`src/rtl/fdiv_pkg.sv`:
```
package fdiv_pkg;
    typedef enum logic [1:0] {
        S_IDLE   = 2'd0,
        S_STEP   = 2'd1,
        S_FINISH = 2'd2
    } fdiv_state_e;
endpackage

```
`src/rtl/fdiv_unpack.sv`:
```
module fdiv_unpack #(
    parameter int EXP_W  = 8,
    parameter int FRAC_W = 23,
    parameter int BIAS   = 127,
    localparam int WORD_W = 1 + EXP_W + FRAC_W,
    localparam int SIG_W  = FRAC_W + 1,
    localparam int EXPS_W = EXP_W + 2
) (
    input  logic [WORD_W-1:0]        a,
    input  logic [WORD_W-1:0]        b,
    output logic                     zero_op,
    output logic                     underflow,
    output logic                     sign,
    output logic                     long_run,
    output logic signed [EXPS_W-1:0] exp_adj,
    output logic [SIG_W-1:0]         sig_a,
    output logic [SIG_W-1:0]         sig_b
);
    logic signed [EXPS_W-1:0] ea_s, eb_s, bias_s;

    always_comb begin
        zero_op  = (a[WORD_W-2:0] == '0) || (b[WORD_W-2:0] == '0);
        sign     = a[WORD_W-1] ^ b[WORD_W-1];
        sig_a    = {1'b1, a[FRAC_W-1:0]};
        sig_b    = {1'b1, b[FRAC_W-1:0]};
        long_run = sig_a < sig_b;
        ea_s     = signed'({2'b00, a[WORD_W-2:FRAC_W]});
        eb_s     = signed'({2'b00, b[WORD_W-2:FRAC_W]});
        bias_s   = EXPS_W'(BIAS);
        exp_adj  = ea_s - (eb_s - bias_s) - (long_run ? EXPS_W'(1) : EXPS_W'(0));
        underflow = exp_adj[EXPS_W-1];
    end
endmodule

```
`src/rtl/fdiv_step.sv`:
```
module fdiv_step #(
    parameter int SIG_W = 24,
    localparam int REM_W = SIG_W + 1
) (
    input  logic [REM_W-1:0] rem_i,
    input  logic [SIG_W-1:0] div_i,
    input  logic [REM_W-1:0] quo_i,
    output logic [REM_W-1:0] rem_o,
    output logic [REM_W-1:0] quo_o
);
    logic             fits;
    logic [REM_W-1:0] kept;

    always_comb begin
        fits  = rem_i >= {1'b0, div_i};
        kept  = fits ? (rem_i - {1'b0, div_i}) : rem_i;
        rem_o = kept << 1;
        quo_o = {quo_i[REM_W-2:0], fits};
    end
endmodule

```
`src/rtl/fdiv_seq.sv`:
```
module fdiv_seq
    import fdiv_pkg::*;
#(
    parameter int EXP_W  = 8,
    parameter int FRAC_W = 23,
    parameter int BIAS   = 127,
    localparam int WORD_W = 1 + EXP_W + FRAC_W,
    localparam int SIG_W  = FRAC_W + 1,
    localparam int REM_W  = SIG_W + 1,
    localparam int EXPS_W = EXP_W + 2,
    localparam int CNT_W  = $clog2(SIG_W + 2)
) (
    input  logic              clk,
    input  logic              rst,
    input  logic              start,
    input  logic [WORD_W-1:0] a,
    input  logic [WORD_W-1:0] b,
    output logic              busy,
    output logic              done,
    output logic [WORD_W-1:0] q
);
    fdiv_state_e state_q, state_d;

    logic                     zero_op, underflow, sign_n, long_run;
    logic signed [EXPS_W-1:0] exp_adj;
    logic [SIG_W-1:0]         sig_a, sig_b;

    logic [REM_W-1:0]  rem_q, rem_n, quo_q, quo_n;
    logic [SIG_W-1:0]  div_q;
    logic [CNT_W-1:0]  cnt_q;
    logic [EXP_W-1:0]  exp_q;
    logic              sign_q;
    logic [WORD_W-1:0] q_q;
    logic              last_step;

    fdiv_unpack #(.EXP_W(EXP_W), .FRAC_W(FRAC_W), .BIAS(BIAS)) u_unpack (
        .a(a), .b(b), .zero_op(zero_op), .underflow(underflow),
        .sign(sign_n), .long_run(long_run), .exp_adj(exp_adj),
        .sig_a(sig_a), .sig_b(sig_b)
    );

    fdiv_step #(.SIG_W(SIG_W)) u_step (
        .rem_i(rem_q), .div_i(div_q), .quo_i(quo_q),
        .rem_o(rem_n), .quo_o(quo_n)
    );

    assign last_step = (state_q == S_STEP) && (cnt_q == CNT_W'(1));

    // State register
    always_ff @(posedge clk) begin
        if (rst) state_q <= S_IDLE;
        else     state_q <= state_d;
    end

    // Transitions: accept, shortcut, last, release
    always_comb begin
        state_d = state_q;
        unique case (state_q)
            S_IDLE:   if (start) state_d = (zero_op || underflow) ? S_FINISH : S_STEP;
            S_STEP:   if (last_step) state_d = S_FINISH;
            S_FINISH: state_d = S_IDLE;
            default:  state_d = S_IDLE;
        endcase
    end

    // Datapath registers
    always_ff @(posedge clk) begin
        if (rst) begin
            rem_q  <= '0;
            quo_q  <= '0;
            div_q  <= '0;
            cnt_q  <= '0;
            exp_q  <= '0;
            sign_q <= 1'b0;
            q_q    <= '0;
        end else begin
            unique case (state_q)
                S_IDLE: begin
                    if (start) begin
                        if (zero_op || underflow) begin
                            q_q <= '0;
                        end else begin
                            rem_q  <= {1'b0, sig_a};
                            div_q  <= sig_b;
                            quo_q  <= '0;
                            cnt_q  <= long_run ? CNT_W'(SIG_W + 1) : CNT_W'(SIG_W);
                            exp_q  <= exp_adj[EXP_W-1:0];
                            sign_q <= sign_n;
                        end
                    end
                end
                S_STEP: begin
                    rem_q <= rem_n;
                    quo_q <= quo_n;
                    cnt_q <= cnt_q - CNT_W'(1);
                    if (last_step)
                        q_q <= {sign_q, exp_q, quo_n[FRAC_W-1:0]};
                end
                S_FINISH: ;
                default: ;
            endcase
        end
    end

    // Outputs
    always_comb begin
        busy = (state_q == S_STEP) || (state_q == S_FINISH);
        done = (state_q == S_FINISH);
        q    = q_q;
    end

    p_zero_short_r1: assert property (@(posedge clk) disable iff (rst)
        (state_q == S_IDLE && start && zero_op) |=> (done && q == '0));
    p_rem_bound_r4: assert property (@(posedge clk) disable iff (rst)
        (state_q == S_STEP) |-> (rem_q < {div_q, 1'b0}));
    p_norm_r4: assert property (@(posedge clk) disable iff (rst)
        last_step |-> (quo_n[REM_W-1:REM_W-2] == 2'b01));
    p_busy_hold_r8: assert property (@(posedge clk) disable iff (rst)
        (state_q != S_IDLE) |=> $stable(div_q));
    p_done_pulse_r9: assert property (@(posedge clk) disable iff (rst)
        done |=> !done);
endmodule

```
`config.mk`:
```
export PLATFORM = sky130hd
export DESIGN_NAME = fdiv_seq
export DESIGN_NICKNAME = d
export VERILOG_FILES = /design/src/rtl/fdiv_pkg.sv /design/src/rtl/fdiv_unpack.sv /design/src/rtl/fdiv_step.sv /design/src/rtl/fdiv_seq.sv
export SDC_FILE = /design/constraint.sdc
export NUM_CORES = 1
export LEC_CHECK = 0
export ABC_CLOCK_PERIOD_IN_PS = 11900
export BUFFER_PORTS_ARGS = -buffer_cell sky130_fd_sc_hd__buf_2
export CORE_MARGIN = 2
export CORE_UTILIZATION = 50
export CTS_CLUSTER_SIZE = 40
export DETAILED_ROUTE_END_ITERATION = 8
export GPL_TIMING_DRIVEN = 0
export PLACE_DENSITY_LB_ADDON = 0.25
export SLEW_MARGIN = 20
export SYNTH_ARGS = -nofsm -noshare
export SYNTH_HDL_FRONTEND = slang
export SYNTH_SLANG_ARGS = --single-unit
```
`constraint.sdc`:
```
create_clock -name clk -period 11.9 [get_ports clk]
set_input_delay 1.785 -clock clk [delete_from_list [all_inputs] [get_ports clk]]
set_output_delay 1.785 -clock clk [all_outputs]
set_load 0.02 [all_outputs]
```
==> summary.txt <==
outcome: finished clean
HP Class: reg2reg
Initial Util: 0.505
H-Tree Depth: 4
peak supply drop: 0.000114 V
Reg2Reg Launch Point: rem_q[0]$_SDFFE_PP0P_
Layout Cells excl Fill: 1254
vias: 7090
DRT Pass-1 Iters: 6
syn_area_per_cell: 7.74 sq um
Core ar.: 14400 sq um
leakage: 0.00372 uW
Site Rows: 44
HP Start: q[28]$_SDFFE_PP0P_
DRC violations left: 0
slew margin rel.: 0.405
WL/cell: 16.0 um
CP startpoint: a[17]
flops & latches, synth: 119
Tot GR Track Use: 0.260
worst-path fanout max: 10
Fin Clk Skew: 0.00557 ns
# diodes: 0
post-CTS setup buffers: 0
Post-synth EDFFs: 0
die height: 125 um
CTS Buffer Depth: 2
Arr. time, crit path: 6.54 ns
Finish-stage setup viols: 0
hold-fix buffers at CTS: 0
total gr overflow: 0
Die X: 125 um
Worst R2R Path Depth: 12
RSZ-0062 raised after global routing: false
Startpoint Class: primary input
endpoint class of the critical path: register
Max Cap Viol: 0
# fillers: 1326
minimum clock period: 6.19 ns
mapped cell area: 7260 sq um
Hold Path Depth: 2
Final Slew Violations: 0
post_cts resized: 0
CTS tree: done
DP HPWL: 15200 um
Ports: 101
Synth Net Count: 1076
Routed WL: 20100 um
maximum clock frequency: 161 MHz
critical setup path kind: in2reg
register area share after synthesis: 0.328
Nets: 1194
Root Driver: clkbuf_16
global-route wire length before repair: 32700 um
CP required: 12.24 ns
Synth Instances: 939
WHS: 0.449 ns
Die ar.: 15500 sq um
CTS Buf Count: 17
final antenna-violating net count: 0
synth unique cells: 67
Register Area: 2380 sq um
Port Buffers: 99
clk sink count: 119
Worst-Margin Slew: 0.885 ns
Async SR Flop Fraction: 0
vias in the first global route: 6700
Clock Pin Slew Worst Setup and Hold Paths: 0.06 ns
Final Hold Violating Endpoints: 0
routability-driven placement congestion ratio: 0.909
antenna violations before repair: 0
area grow syn2layout: 17.9%
Power Dens Cells: 189 nW/um^2
Synth warnings: 0
total negative setup slack: 0 ns
share of layout cells above drive strength 1: 0.159
ys flop type: dfxtp_1
area occupied by multi-input gates: 4320 sq um
worst skew pair latency: 0.43 ns
fin crit share: 0.521
largest net degree at the start of global routing: 17
Starting DRT DRC Count: 559
Avg Vias per Cell: 5.65
dpl cells: 1222
[Yosys cell counts, drive strengths merged (4+ instances only)]
master | count | share of area
or2 | 4 | 0.0034
o22ai | 22 | 0.019
xor2 | 11 | 0.013
xnor2 | 20 | 0.024
nand2b | 9 | 0.0078
nor3 | 9 | 0.0069
a21o | 16 | 0.017
a22oi | 20 | 0.021
a31oi | 7 | 0.0090
nor2 | 101 | 0.052
ha | 67 | 0.12
a21oi | 135 | 0.094
a211oi | 4 | 0.0048
clkbuf | 27 | 0.014
dfxtp | 119 | 0.33
o21ai | 26 | 0.019
o31a | 5 | 0.0060
nand4 | 12 | 0.010
mux2i | 7 | 0.0096
inv | 86 | 0.044
nand2 | 83 | 0.046
nor2b | 4 | 0.0045
buf | 22 | 0.019
nor4 | 17 | 0.016
nand3 | 67 | 0.047
[metrics by stage]
stage	total power (uW)	util	worst slack [ns]	area, sq um
2_1_floorplan	963	-	6.37	7260
5_1_grt	1710	0.596	5.42	8570
4_1_cts	1620	0.596	5.76	8570
3_3_place_gp	1110	0.556	5.38	7990
3_5_place_dp	1110	0.556	5.34	7990
6_report	1620	0.596	5.71	8570
[layout by cell type, fill, tap and decap left out, types with 5 or more instances in the layout]
| cell type | instances |
|---|---|
| a21oi_1 | 134 |
| dfxtp_1 | 119 |
| buf_2 | 114 |
| nor2_1 | 101 |
| inv_1 | 86 |
| nand2_1 | 80 |
| ha_1 | 67 |
| nand3_1 | 66 |
| clkbuf_1 | 27 |
| o22ai_1 | 22 |
| xnor2_1 | 20 |
| a22oi_1 | 20 |
| o21ai_0 | 18 |
| clkbuf_16 | 17 |
| a21o_1 | 16 |
| nor4_1 | 16 |
| nand4_1 | 12 |
| xor2_1 | 11 |
| nand2b_1 | 9 |
| nor3_1 | 8 |
| inv_6 | 8 |
| mux2i_1 | 7 |
| o21ai_1 | 6 |
| o31a_1 | 5 |
| a31oi_1 | 5 |
[cell type report]
type / count / area share
buffer: 49 / 0.0282
clock buffer: 18 / 0.0513
clock inverter: 14 / 0.0161
inverter: 86 / 0.0377
multi-input combinational: 685 / 0.504
sequential: 119 / 0.278
tap: 184 / 0.0269
timing repair buffer: 99 / 0.0578
[worst max-delay path: stages]
cell and delay, ns:
buf_2 0.13, ha_1 0.31, a21o_1 0.17, a21o_1 0.20, a21o_1 0.18, a21o_1 0.17
a21o_1 0.17, a21oi_1 0.33, nor2b_1 0.25, fa_1 0.46, inv_1 0.07, ha_1 0.17
o21ai_2 0.09, a31oi_4 0.22, o211ai_2 0.11, a211oi_2 0.36, nand3_2 0.18, nor2_1 0.30
clkbuf_1 0.50, a22oi_1 0.20, o22ai_1 0.17
[sequential cells by signal (all words and copies together) (netlist names)]
register,count
cnt_q,5
state_q,2
q,32
exp_q,8
quo_q,22
rem_q,25
sign_q,1
div_q,24
[worst paths after layout]
kind | slack (ns) | endpoint
max reg2reg | 9.10 | rem_q[21]$_SDFFE_PP0P_
min reg2reg | 0.45 | q[28]$_SDFFE_PP0P_
max | 5.71 | rem_q[8]$_SDFFE_PP0P_
min | 0.45 | q[28]$_SDFFE_PP0P_
[power by group]
part           total (uW)  internal (uW)  switching (uW)
Sequential            448            427            21.7
Combinational         668            273             394
Clock                 507            298             209
[logic make-up after synthesis]
logic type,after synthesis,share of synthesized area
XOR/XNOR,31,0.0374
multiplexers,8,0.0117
buffers and inverters,135,0.0777
flip-flops,119,0.328
adder cells (fa/ha/maj),70,0.124
AND/OR/NAND/NOR,318,0.205
AO/OA/AOI/OAI,258,0.217
[metal layers]
| layer | global-route usage | up-vias | part of all wire |
|---|---|---|---|
| met1 | 0.325 | 3321 | 0.45 |
| met5 | 0 | - | 0 |
| met2 | 0.432 | 194 | 0.47 |
| met3 | 0.0528 | 39 | 0.046 |
| li1 | - | 3536 | - |
| met4 | 0.118 | 0 | 0.034 |
(Power assumes the default switching activity.)
